`src/rtl/qdec_pkg.sv`:
```
// Shared types for the encoder decoder.
// Assumes: nothing beyond IEEE 1800-2017.
package qdec_pkg;
    // Outcome of comparing two successive phase samples
    typedef enum logic [1:0] {
        STEP_NONE = 2'd0,
        STEP_UP   = 2'd1,
        STEP_DN   = 2'd2,
        STEP_BAD  = 2'd3
    } step_e;
endpackage

```
`src/rtl/qdec_sync.sv`:
```
// Two-flop synchronizer bank with one extra stage that holds the previous
// synchronized sample, so downstream logic can see edges.
// Assumes: inputs are asynchronous single-bit levels; reset value is 0.
module qdec_sync #(
    parameter int N = 2
) (
    input  logic         clk,
    input  logic         rst_n,
    input  logic [N-1:0] d_async,
    output logic [N-1:0] lvl,
    output logic [N-1:0] prv
);
    genvar g;
    generate
        for (g = 0; g < N; g++) begin : g_bit
            logic m1, m2, m3;
            // per-bit metastability chain plus history stage
            always_ff @(posedge clk) begin
                if (!rst_n) begin
                    m1 <= 1'b0;
                    m2 <= 1'b0;
                    m3 <= 1'b0;
                end else begin
                    m1 <= d_async[g];
                    m2 <= m1;
                    m3 <= m2;
                end
            end
            assign lvl[g] = m2;
            assign prv[g] = m3;
        end
    endgenerate
endmodule

```
`src/rtl/qdec_step.sv`:
```
// Classifies the change between two successive {A,B} samples.
// Assumes: samples come from the same synchronizer bank one cycle apart.
module qdec_step
    import qdec_pkg::*;
(
    input  logic [1:0] ab_now,
    input  logic [1:0] ab_old,
    output step_e      step
);
    // Gray-code comparison: forward sequence 00,10,11,01
    always_comb begin
        step = STEP_NONE;
        unique case ({ab_old, ab_now})
            4'b00_10, 4'b10_11, 4'b11_01, 4'b01_00: step = STEP_UP;
            4'b00_01, 4'b01_11, 4'b11_10, 4'b10_00: step = STEP_DN;
            4'b00_11, 4'b11_00, 4'b10_01, 4'b01_10: step = STEP_BAD;
            default:                                step = STEP_NONE;
        endcase
    end
endmodule

```
`src/rtl/qdec_count.sv`:
```
// Position counter, direction, illegal-step flag and turn counter.
// Assumes: step, index_rise and home_rise are single-cycle synchronous.
module qdec_count
    import qdec_pkg::*;
#(
    parameter int POS_W = 32,
    parameter int REV_W = 16
) (
    input  logic             clk,
    input  logic             rst_n,
    input  step_e            step,
    input  logic             index_rise,
    input  logic             home_rise,
    input  logic [POS_W-1:0] home_value,
    input  logic             err_clr,
    output logic [POS_W-1:0] pos_q,
    output logic [REV_W-1:0] rev_q,
    output logic             dir_q,
    output logic             err_q
);
    logic dir_eff;

    // direction in force this cycle: a fresh step wins over the stored one
    always_comb begin
        dir_eff = dir_q;
        if (step == STEP_UP) dir_eff = 1'b1;
        if (step == STEP_DN) dir_eff = 1'b0;
    end

    // position: home reload beats counting
    always_ff @(posedge clk) begin
        if (!rst_n)                 pos_q <= '0;
        else if (home_rise)         pos_q <= home_value;
        else if (step == STEP_UP)   pos_q <= pos_q + 1'b1;
        else if (step == STEP_DN)   pos_q <= pos_q - 1'b1;
    end

    // stored direction
    always_ff @(posedge clk) begin
        if (!rst_n) dir_q <= 1'b1;
        else        dir_q <= dir_eff;
    end

    // sticky illegal-step flag, set wins over clear
    always_ff @(posedge clk) begin
        if (!rst_n)                 err_q <= 1'b0;
        else if (step == STEP_BAD)  err_q <= 1'b1;
        else if (err_clr)           err_q <= 1'b0;
    end

    // turn counter on index edge
    always_ff @(posedge clk) begin
        if (!rst_n)          rev_q <= '0;
        else if (index_rise) rev_q <= dir_eff ? rev_q + 1'b1 : rev_q - 1'b1;
    end

    assert_bad_hold_R3: assert property (@(posedge clk) disable iff (!rst_n)
        (step == STEP_BAD && !home_rise) |=> (pos_q == $past(pos_q) && err_q));
    assert_up_step_R1: assert property (@(posedge clk) disable iff (!rst_n)
        (step == STEP_UP && !home_rise) |=> (pos_q == $past(pos_q) + 1'b1 && dir_q));
    assert_dn_step_R2: assert property (@(posedge clk) disable iff (!rst_n)
        (step == STEP_DN && !home_rise) |=> (pos_q == $past(pos_q) - 1'b1 && !dir_q));
    assert_home_load_R5: assert property (@(posedge clk) disable iff (!rst_n)
        home_rise |=> pos_q == $past(home_value));
    assert_rev_one_R4: assert property (@(posedge clk) disable iff (!rst_n)
        index_rise |=> (rev_q == $past(rev_q) + 1'b1 || rev_q == $past(rev_q) - 1'b1));
    assert_rev_quiet_R9: assert property (@(posedge clk) disable iff (!rst_n)
        !index_rise |=> $stable(rev_q));
endmodule

```
`src/rtl/qdec_capture.sv`:
```
// Trigger capture: latches position, turn count and the position change
// since the previous trigger.
// Assumes: trig_rise is a single-cycle pulse; pos/rev are register outputs.
module qdec_capture #(
    parameter int POS_W = 32,
    parameter int REV_W = 16
) (
    input  logic             clk,
    input  logic             rst_n,
    input  logic             trig_rise,
    input  logic [POS_W-1:0] pos,
    input  logic [REV_W-1:0] rev,
    output logic [POS_W-1:0] hold_pos,
    output logic [REV_W-1:0] hold_rev,
    output logic [POS_W-1:0] hold_delta
);
    logic [POS_W-1:0] ref_pos;

    // snapshot registers and reference position for the next difference
    always_ff @(posedge clk) begin
        if (!rst_n) begin
            hold_pos   <= '0;
            hold_rev   <= '0;
            hold_delta <= '0;
            ref_pos    <= '0;
        end else if (trig_rise) begin
            hold_pos   <= pos;
            hold_rev   <= rev;
            hold_delta <= pos - ref_pos;
            ref_pos    <= pos;
        end
    end

    assert_snap_R6: assert property (@(posedge clk) disable iff (!rst_n)
        trig_rise |=> (hold_pos == $past(pos) && hold_rev == $past(rev)));
    assert_snap_still_R9: assert property (@(posedge clk) disable iff (!rst_n)
        !trig_rise |=> ($stable(hold_pos) && $stable(hold_delta)));
endmodule

```
`src/rtl/qdec_top.sv`:
```
// Incremental encoder decoder top: synchronizes the five encoder-side
// inputs, classifies phase steps, counts position and turns, and captures
// snapshots on trigger.
// Assumes: home_value and err_clr are synchronous to clk.
module qdec_top
    import qdec_pkg::*;
#(
    parameter int POS_W = 32,
    parameter int REV_W = 16
) (
    input  logic             clk,
    input  logic             rst_n,
    input  logic             enc_a,
    input  logic             enc_b,
    input  logic             enc_index,
    input  logic             enc_home,
    input  logic             enc_trig,
    input  logic [POS_W-1:0] home_value,
    input  logic             err_clr,
    output logic [POS_W-1:0] position,
    output logic [REV_W-1:0] rev_count,
    output logic             dir_up,
    output logic             err_illegal,
    output logic [POS_W-1:0] hold_pos,
    output logic [REV_W-1:0] hold_rev,
    output logic [POS_W-1:0] hold_delta
);
    localparam int NEV = 3;

    logic [1:0]     ab_lvl, ab_prv;
    logic [NEV-1:0] ev_lvl, ev_prv, ev_rise;
    step_e          step;

    qdec_sync #(.N(2)) u_sync_ph (
        .clk(clk), .rst_n(rst_n), .d_async({enc_a, enc_b}),
        .lvl(ab_lvl), .prv(ab_prv)
    );

    qdec_sync #(.N(NEV)) u_sync_ev (
        .clk(clk), .rst_n(rst_n), .d_async({enc_trig, enc_home, enc_index}),
        .lvl(ev_lvl), .prv(ev_prv)
    );

    // rising-edge pulses: bit0 index, bit1 home, bit2 trigger
    always_comb ev_rise = ev_lvl & ~ev_prv;

    qdec_step u_step (.ab_now(ab_lvl), .ab_old(ab_prv), .step(step));

    qdec_count #(.POS_W(POS_W), .REV_W(REV_W)) u_count (
        .clk(clk), .rst_n(rst_n), .step(step),
        .index_rise(ev_rise[0]), .home_rise(ev_rise[1]),
        .home_value(home_value), .err_clr(err_clr),
        .pos_q(position), .rev_q(rev_count), .dir_q(dir_up), .err_q(err_illegal)
    );

    qdec_capture #(.POS_W(POS_W), .REV_W(REV_W)) u_cap (
        .clk(clk), .rst_n(rst_n), .trig_rise(ev_rise[2]),
        .pos(position), .rev(rev_count),
        .hold_pos(hold_pos), .hold_rev(hold_rev), .hold_delta(hold_delta)
    );

    assert_home_wins_R5: assert property (@(posedge clk) disable iff (!rst_n)
        (ev_rise[1] && step != STEP_NONE) |=> position == $past(home_value));
    assert_err_set_R3: assert property (@(posedge clk) disable iff (!rst_n)
        (step == STEP_BAD) |=> err_illegal);
endmodule

```
`config.mk`:
```
export PLATFORM = sky130hd
export DESIGN_NAME = qdec_top
export DESIGN_NICKNAME = d
export VERILOG_FILES = /design/src/rtl/qdec_pkg.sv /design/src/rtl/qdec_sync.sv /design/src/rtl/qdec_step.sv /design/src/rtl/qdec_count.sv /design/src/rtl/qdec_capture.sv /design/src/rtl/qdec_top.sv
export SDC_FILE = /design/constraint.sdc
export NUM_CORES = 1
export LEC_CHECK = 0
export BUFFER_PORTS_ARGS = -buffer_cell sky130_fd_sc_hd__buf_2
export CORE_UTILIZATION = 50
export CTS_BUF_LIST = sky130_fd_sc_hd__clkbuf_4 sky130_fd_sc_hd__clkbuf_8 sky130_fd_sc_hd__clkbuf_16
export DETAILED_ROUTE_END_ITERATION = 10
export GPL_ROUTABILITY_DRIVEN = 0
export PLACE_DENSITY = 0.75
export REMOVE_ABC_BUFFERS = 1
export SLEW_MARGIN = 20
export SYNTH_ARGS = -nofsm -noshare
export SYNTH_HDL_FRONTEND = slang
export SYNTH_SLANG_ARGS = --single-unit
```
`constraint.sdc`:
```
create_clock -name clk -period 4.5 [get_ports clk]
set_input_delay 0 -clock clk [delete_from_list [all_inputs] [get_ports clk]]
set_output_delay 0 -clock clk [all_outputs]
set_load 0.05 [all_outputs]
```
# Word level (Yosys, flattened, before mapping)
# Memory sizes are Yosys's and may differ from the RTL's. A register that Yosys moved wholly into a read port is not among the register bits.
# Cells that the tools add are included.
[classes] add_sub_neg=5 multipliers=0 div_mod_pow=0 magnitude_cmp=0 eq_ne=3 n_shift=0 mux=9 bitwise=2 n_reduce_logical=2
[op_table] operator="2-to-1 mux 32 bit" n=3
[op_table] operator="adder 32 x 1 -> 32 bit, second input constant" n=1
[op_table] operator="subtractor 32 x 1 -> 32 bit, second input constant" n=1
[op_table] operator="subtractor 32 bit" n=1
[op_table] operator="adder 16 x 1 -> 16 bit, second input constant" n=1
[op_table] operator="2-to-1 mux 16 bit" n=1
[op_table] operator="subtractor 16 x 1 -> 16 bit, second input constant" n=1
[op_table] operator="== test 2 bit, second input constant" n=2
[op_table] operator="2-to-1 mux 1 bit" n=4
[op_table] operator="2-to-1 mux 4 bit" n=1
[op_table] operator="bitwise AND 3 bit" n=1
[op_table] operator="inverter 3 bit" n=1
[op_table] operator="nonzero test 3 bit" n=1
[op_table] operator="== test 2 x 1 -> 1 bit, second input constant" n=1
[op_table] operator="nonzero test 2 bit" n=1
[word_totals] reg_bits=143 latch_bits=0 ramBits=0 mem_bits_ro=32 memories=1
[mem_list] name="(no name shown)" words=16 word_bits=2 rd=1 rd_ports_with_merged_regs=1 wr=0 line_no="qdec_step.sv:13" rtl="unique case ({ab_old, ab_now})"

# Depth between registers and ports, before layout
# Gate-level depths: netlist of the first run.
[logic_depth] depth_word=4 ltp_mapped=14 depth_no_buf=13

# Cells and area by module
# Synthesis of the first run repeated with hierarchy kept, for this count alone.
[hier_totals] cells_unflattened=1128 hier_area_um2=9634.2
[by_module_without_submodules] mod="qdec_capture" n_inst=1 cells_each=548 area_each_um2=4722.0
[by_module_without_submodules] mod="qdec_count" n_inst=1 cells_each=528 area_each_um2=4346.7
[by_module_without_submodules] mod="qdec_sync (u_sync_ev)" n_inst=1 cells_each=24 area_each_um2=281.5
[by_module_without_submodules] mod="qdec_sync (u_sync_ph)" n_inst=1 cells_each=16 area_each_um2=187.7
[by_module_without_submodules] mod="qdec_step" n_inst=1 cells_each=9 area_each_um2=55.1
[by_module_without_submodules] mod="qdec_top" n_inst=1 cells_each=3 area_each_um2=41.3

# Least setup slack after synthesis of the first run
# OpenSTA, ideal clock, no wires.
[synth_timing] path_kind="register to register" start="register u_step.step[0] (netlist name)" end="register u_count.pos_q[29]" setup_time_ns=0.103 arrival_ns=3.521 required_ns=4.397 path_slack_ns=0.876 stages_incl_launch_ff=14 path_buffers=1 synth_period_minus_slack_ns=3.624 path_cell_list="dfxtp_1 -> clkbuf_1 -> nor2b_1 -> inv_1 -> ha_1 -> and3_1 -> a221o_1 -> a21o_1 -> o211ai_1 -> nand3_1 -> a21oi_2 -> o211ai_1 -> xnor2_1 -> a2111oi_2"
[synth_via] elab_chain_len=3 elab_cells_between_ends=5
[synth_lines] item="== test 2 x 1 -> 1 bit" line_no="qdec_count.sv:34" rtl="else if (step == STEP_UP) pos_q <= pos_q + 1'b1;"
[synth_lines] item="2-to-1 mux 32 bit" line_no="qdec_count.sv:34"
[synth_lines] item="2-to-1 mux 32 bit" line_no="qdec_count.sv:33" rtl="else if (home_rise) pos_q <= home_value;"
[synth_lines] item="end signal: assignment" line_no="qdec_count.sv:33"
[synth_lines] item="end signal: assignment" line_no="qdec_count.sv:34"
[synth_lines] item="end signal: assignment" line_no="qdec_count.sv:35" rtl="else if (step == STEP_DN) pos_q <= pos_q - 1'b1;"
[synth_lines] item="end: declaration" line_no="qdec_count.sv:16" rtl="output logic [POS_W-1:0] pos_q,"
# Parallel ways exist; a longest one is shown, timed or not.
# A chain may end at the register's enable or synchronous reset.

# Worst setup path in the final report of the first run
[layout_timing] start="register u_step.step[0] (netlist name)" end="register u_count.pos_q[29]"
[layout_via] elab_chain_len=3 elab_cells_between_ends=5
[layout_lines] item="== test 2 x 1 -> 1 bit" line_no="qdec_count.sv:34"
[layout_lines] item="2-to-1 mux 32 bit" line_no="qdec_count.sv:34"
[layout_lines] item="2-to-1 mux 32 bit" line_no="qdec_count.sv:33"
# Parallel ways exist; a longest one is shown, timed or not.

==> key figures, run 1 <==
Synthesis
  • Synth top area cells: dfxtp_1 32%, ha_1 11%, nand2_1 9.0%, a21oi_1 8.2%, o21ai_0 3.1%
  • Number of synthesized register bits: 145
  • Most common cell in the synthesized netlist: nand2_1
  • Synth Flop Type: dfxtp_1
  • Share of synthesized registers carrying an async set or reset: 0
  • Syn avg cell area: 7.677 um2
  • Most frequent cells after synthesis: 219 x nand2_1, 150 x a21oi_1, 145 x dfxtp_1
  • Number of synthesized flops with an enable pin: 0
  • Cell taking the most area after synthesis: dfxtp_1
  • Seq/Total Area, Yosys: 0.3180
  • Ys Warns: 0
  • Yosys cell types: 70
  • Synth Instances: 1189
  • Mapped cell area: 9128 um2
  • Fraction of post-synthesis cell area in the top cell type by area: 0.3180

Timing
  • Setup tns final: 0 ns
  • RSZ-0062 raised after global routing: no
  • # setup viols final: 0
  • Worst-Margin Slew: 0.9764 ns
  • Achievable clock frequency: 248.3 MHz
  • Period utilization: 0.8950
  • Final Hold Fails: 0
  • Layout Skew: 0.009642 ns
  • Tmin final: 4.027 ns
  • Normalized max-slew margin: 0.3490
  • Smallest setup slack after layout: 0.4727 ns
  • Slew Limit Fails: 0

Worst setup path
  • CP Capture Type: flop
  • Crit path kind: flop to flop
  • Worst setup SP type: flop
  • CP max FO: 18
  • Worst Path Required: 4.82 ns
  • Worst path arrival time: 4.35 ns

Layout
  • Layout cell share with drive strength beyond 1: 0.1691
  • Fillers: 1590
  • # diodes: 0
  • Syn-to-layout area delta: 22.55%
  • Final layout net count: 1492

Floorplanning
  • Die area: 18800 um2
  • Io pins: 170
  • Chip height: 137.1 um
  • Initial Util: 0.5099
  • Die Wd: 137.1 um
  • Core area: 17900 um2
  • Row count: 49

Clock network
  • Post_cts resized: 0
  • Post-CTS Setup Inserts: 0
  • Hold-fix buffers, CTS: 38
  • CTS tree: built
  • Worst-Skew Late Latency: 0.44 ns
  • Reg clk slew, reported paths: 0.06 ns
  • Num CTS Buffers: 17
  • # H-tree levels: 4
  • CTS Sinks: 145
  • CTS Root Cell: clkbuf_16
  • CTS Buffer Depth: 2

Power and ir drop
  • Peak supply drop: 353.4 uV
  • Pint: 3.440 mW
  • Switching share of power: 0.4140
  • Net switching power: 2.430 mW
  • Clock power share: 0.260
  • Gate power share: 0.474
  • Power Density: 524.8 nW/um2
  • Sequential Power Share: 0.266
  • Leak: 4.973 nW

GRT
  • Largest net degree at the start of global routing: 90
  • First-pass GRT wire length: 40.92 mm
  • Vias in the first global route: 8308
  • Remaining global-route overflow: 0
  • Initial antenna violation count: 0
  • Gr usage total: 0.2763

Run
  • Max Cap Viol: 0

Routing
  • Antenna Nets Post-Route: 0
  • Final WL: 25.83 mm
  • 1st-pass router iterations: 6
  • Wire per inst: 16.02 um
  • Via Count: 9230
  • Via/cell ratio: 5.722
  • Initial DRC Count: 557
  • Drt drc: 0

Run status
  • Status: finished clean

Placement
  • Worst slack, placed: 0.6132 ns
  • Dpl hpwl: 18.16 mm
  • Port bufs: 169

Hold path
  • Hold WC Path Type: primary input to flop
## cell type report
| class | instances | area (um2) | share of cell area |
|---|---|---|---|
| Inverter | 55 | 207.7 | 0.01857 |
| Timing Repair Buffer | 219 | 1329 | 0.1188 |
| Clock inverter | 10 | 157.7 | 0.01409 |
| Tap cell | 229 | 286.5 | 0.02562 |
| Clock buffer | 22 | 475.5 | 0.04251 |
| Multi-Input combinational cell | 933 | 5827 | 0.5209 |
| Sequential cell | 145 | 2903 | 0.2595 |
## cell usage in the layout (no fill, tap or decap), types with 22 or more instances in the layout
master	synthesis	layout
o21ai_0	57	57
dlygate4sd3_1	0	38
nand3_1	39	39
xnor2_1	27	26
nand2_1	219	219
dfxtp_1	145	145
ha_1	78	78
nor2_1	59	59
xor2_1	23	23
buf_2	3	169
inv_1	55	54
a21o_1	22	22
a21oi_1	150	150
## through the flow
stage | cells | util | hold WS, ns | cell area, um2 | total power [mW]
global route | 1613 | 0.6248 | 0.2007 | 11190 | 6.224
global placement | 1542 | 0.5671 | 0.2082 | 10150 | 4.257
CTS | 1612 | 0.6237 | 0.1930 | 11170 | 5.846
floorplan | 1133 | - | 0.06194 | 8914 | 3.698
detailed placement | 1542 | 0.5671 | 0.2105 | 10150 | 4.289
finish | 1613 | 0.6248 | 0.1824 | 11190 | 5.870
## state kept, by name, summed over array words and instances (netlist names), 2 cells and up
| signal | flops |
|---|---|
| u_cap.hold_delta | 32 |
| u_sync_ev.g_bit.m1 | 3 |
| u_sync_ev.g_bit.m2 | 3 |
| u_sync_ph.g_bit.m1 | 2 |
| u_sync_ph.g_bit.m2 | 2 |
| u_sync_ev.g_bit.m3 | 3 |
| u_count.pos_q | 32 |
| u_count.rev_q | 16 |
| u_cap.hold_rev | 16 |
| u_cap.ref_pos | 32 |
| u_step.step | 2 |
## cells by family (layout without fill, tap and decap cells)
logic type / count (synthesis) / after routing / share of synthesized area
XOR/XNOR: 50 / 50 / 0.04798
AO/OA/AOI/OAI: 355 / 355 / 0.2457
multiplexers: 4 / 4 / 0.004387
buffers and inverters: 111 / 306 / 0.04606
adder cells (fa/ha/maj): 82 / 82 / 0.1146
flip-flops: 145 / 145 / 0.3180
AND/OR/NAND/NOR: 442 / 442 / 0.2233
## power by group through the flow
stage	Sequential [mW]	Clock [mW]	Combinational (mW)
4_1_cts	1.56	1.53	2.76
3_5_place_dp	1.58	0	2.71
3_3_place_gp	1.58	0	2.68
6_report	1.56	1.52	2.78
5_1_grt	1.58	1.59	3.05
2_1_floorplan	1.91	0	1.78
## layer usage
metal	track usage	wire length, um	vias to the layer above
met2	0.4717	12570	318
met3	0.04000	1472	53
met4	0.1013	583	0
li1	-	-	4598
met5	0	0	-
met1	0.3510	11210	4261
## critical path, stage by stage (launching register included)
cell,delay (ns)
dfxtp_1,0.51
nor2b_1,0.34
inv_1,0.38
ha_1,0.42
a211o_1,0.32
a211oi_1,0.34
nor3b_1,0.16
o211ai_1,0.20
nand3_1,0.20
a21oi_2,0.33
o211ai_1,0.16
xnor2_1,0.17
a2111oi_2,0.39
## final timing paths
| kind | start | to | slack [ns] | depth (start not counted) |
|---|---|---|---|---|
| worst max register to register | u_step.step[0]$_DFF_P_ | u_count.pos_q[29]$_SDFFE_PN0P_ | 0.47 | 12 |
| worst max-delay path | u_step.step[0]$_DFF_P_ | u_count.pos_q[29]$_SDFFE_PN0P_ | 0.47 | 12 |
| worst min-delay path | rst_n | u_cap.ref_pos[28]$_SDFFE_PN0P_ | 0.18 | 3 |
| worst min register to register | u_sync_ev.g_bit[2].m1$_SDFF_PN0_ | u_sync_ev.g_bit[2].m2$_SDFF_PN0_ | 0.43 | 1 |
(Power assumes the default switching activity.)
==> inputs of run 2 (changes only) <==
==> constraint.sdc (replaced) <==
create_clock -name clk -period 4.7 [get_ports clk]
set_input_delay 0 -clock clk [delete_from_list [all_inputs] [get_ports clk]]
set_output_delay 0 -clock clk [all_outputs]
set_load 0.1 [all_outputs]
==> run 2 against run 1 <==
Compared with the run above:
- clock power about the same
- utilization about the same
- worst setup slack improved by 0.23 ns
- largest cell class unchanged
==> key figures, run 2 (synthesis gave the netlist of run 1 again) <==
Power and ir drop
  • Leak: 4.964 nW (-0.19%)
  • Clock power share: 0.247 (-0.013)
  • Switching share of power: 0.4534 (+0.03936)
  • Net switching power: 2.737 mW (+13%)
  • Sequential Power Share: 0.247 (-0.019)
  • Peak supply drop: 456.3 uV (+29%)
  • Power Density: 539.8 nW/um2 (+2.9%)
  • Pint: 3.300 mW (-4.1%)
  • Gate power share: 0.506 (+0.032)

Routing
  • 1st-pass router iterations: 7 (+1)
  • Antenna Nets Post-Route: 0 (unchanged)
  • Wire per inst: 15.57 um (-2.8%)
  • Final WL: 25.10 mm (-2.8%)
  • Initial DRC Count: 662 (+19%)
  • Via Count: 9062 (-1.8%)
  • Drt drc: 0 (unchanged)
  • Via/cell ratio: 5.622 (-1.8%)

Timing
  • Setup tns final: 0 ns (unchanged)
  • Period utilization: 0.8505 (-0.04441)
  • # setup viols final: 0 (unchanged)
  • Tmin final: 3.998 ns (-0.02976 ns)
  • Worst-Margin Slew: 0.9726 ns (-0.003861 ns)
  • Slew Limit Fails: 0 (unchanged)
  • Final Hold Fails: 0 (unchanged)
  • Smallest setup slack after layout: 0.7024 ns (+0.2298 ns)
  • Layout Skew: 0.01104 ns (+0.001393 ns)
  • Achievable clock frequency: 250.2 MHz (+0.74%)
  • Normalized max-slew margin: 0.3516 (+0.002574)
  • RSZ-0062 raised after global routing: no

GRT
  • Largest net degree at the start of global routing: 90 (unchanged)
  • First-pass GRT wire length: 39.82 mm (-2.7%)
  • Gr usage total: 0.2690 (-0.007269)
  • Initial antenna violation count: 0 (unchanged)
  • Remaining global-route overflow: 0 (unchanged)
  • Vias in the first global route: 8012 (-3.6%)

Worst setup path
  • Critical path's slowest cell: o41ai_1
  • Worst path arrival time: 4.28 ns (-0.07 ns)
  • CP max FO: 19 (+1)
  • Crit-path most repeated cell: a31oi_1
  • Worst Path Required: 4.98 ns (+0.16 ns)
  • Critical Path, Cell by Cell: nor2b_1 -> inv_1 -> buf_4 -> ha_1 -> nand2_1 -> or3_1 -> o21ai_0 -> a31oi_1 -> a31oi_1 -> o41ai_1 -> o22ai_1 -> nor4b_1 -> a311oi_1
  • Worst stage delay on the critical path: 0.56 ns (+0.05 ns)
  • Worst setup SP type: flop
  • Crit path kind: flop to flop
  • CP Capture Type: flop

Clock network
  • Num CTS Buffers: 17 (unchanged)
  • CTS tree: built
  • Worst-Skew Late Latency: 0.43 ns (about the same)
  • Reg clk slew, reported paths: 0.06 ns (about the same)
  • CTS Sinks: 145 (unchanged)
  • CTS Root Cell: clkbuf_16
  • # H-tree levels: 4 (unchanged)
  • Post-CTS Setup Inserts: 0 (unchanged)
  • Hold-fix buffers, CTS: 38 (unchanged)
  • CTS Buffer Depth: 2 (unchanged)
  • Post_cts resized: 0 (unchanged)

Hold path
  • Hold WC Path Type: primary input to flop

Floorplanning
  • Chip height: 137.1 um (unchanged)
  • Io pins: 170 (unchanged)
  • Row count: 49 (unchanged)
  • Initial Util: 0.5099 (unchanged)
  • Die Wd: 137.1 um (unchanged)
  • Core area: 17900 um2 (unchanged)
  • Die area: 18800 um2 (unchanged)

Layout
  • Layout cell share with drive strength beyond 1: 0.1685 (-0.0006008)
  • Syn-to-layout area delta: 22.52% (about the same)
  • # diodes: 0 (unchanged)
  • Largest registers: u_cap.hold_delta (32), u_cap.ref_pos (32), u_count.pos_q (32)
  • Fin area: 11180 um2 (about the same)
  • Fillers: 1597 (+0.44%)
  • Fin util: 0.6247 (about the same)
  • Final layout net count: 1491 (-0.067%)
  • Commonest cells after routing, fill and taps aside: 219 x nand2_1, 169 x buf_2, 150 x a21oi_1, 145 x dfxtp_1, 78 x ha_1
  • Most common cell after layout, fill and taps aside: nand2_1

Run status
  • Status: finished clean

Placement
  • Dpl hpwl: 17.70 mm (-2.5%)
  • Placed Area: 10150 um2 (unchanged)
  • Worst slack, placed: 0.8083 ns (+0.1951 ns)
  • Port bufs: 169 (unchanged)

Run
  • Max Cap Viol: 0 (unchanged)
[run 2: changes by cell type in the layout (fill, tap and decap cells not counted), sizes merged]
cell	change
buf	-1
clkbuf	-1
clkinv	-1
clkinvlp	+1
inv	+1
[run 2: worst max-delay path, delay by kind of cell, from the launching register on]
family / cells / cell delay, ns
compound gates: 6 / 1.31
simple gates: 4 / 0.94
buf+inv: 2 / 0.70
flops: 1 / 0.52
fa+ha+maj: 1 / 0.37
[run 2: final timing paths]
path	from	to	slack, ns	cells past startpoint
worst min-delay path	rst_n	u_cap.ref_pos[31]$_SDFFE_PN0P_	0.16	3
worst min register to register	u_sync_ev.g_bit[0].m1$_SDFF_PN0_	u_sync_ev.g_bit[0].m2$_SDFF_PN0_	0.43	1
worst max register to register	u_step.step[0]$_DFF_P_	u_count.pos_q[30]$_SDFFE_PN0P_	0.70	13
worst max-delay path	u_step.step[0]$_DFF_P_	u_count.pos_q[30]$_SDFFE_PN0P_	0.70	13
[run 2: power groups by stage]
stage,Clock (mW),Sequential [mW],Combinational (mW)
floorplan,0,2.22,1.71
global placement,0,1.51,2.95
detailed placement,0,1.51,2.98
CTS,1.51,1.49,3.02
global route,1.55,1.51,3.30
finish,1.49,1.49,3.06
[run 2: metal layers]
layer	track usage	vias up	wire, um	share of wire
li1	-	4587	-	-
met1	0.3454	4166	11330	0.45
met2	0.4602	278	11940	0.48
met3	0.04519	31	1440	0.057
met4	0.07692	0	392	0.016
met5	0	-	0	0
[run 2: final cells by class]
| cell class | count | area (um2) | share of cell area |
|---|---|---|---|
| multi-input cells | 933 | 5827 | 0.5210 |
| repair buffers | 218 | 1309 | 0.1170 |
| clock inverters | 11 | 176.4 | 0.01578 |
| inverters | 55 | 207.7 | 0.01857 |
| well taps | 229 | 286.5 | 0.02562 |
| flip-flops and latches | 145 | 2903 | 0.2596 |
| clock buffers | 21 | 474.2 | 0.04240 |
[run 2: stage by stage]
stage               instances  power [mW]  hold slack (ns)
global route             1612       6.367           0.1860
floorplan                1133       3.935          0.06194
finish                   1612       6.037           0.1613
CTS                      1612       6.020           0.1739
global placement         1542       4.467           0.2074
detailed placement       1542       4.492           0.2085
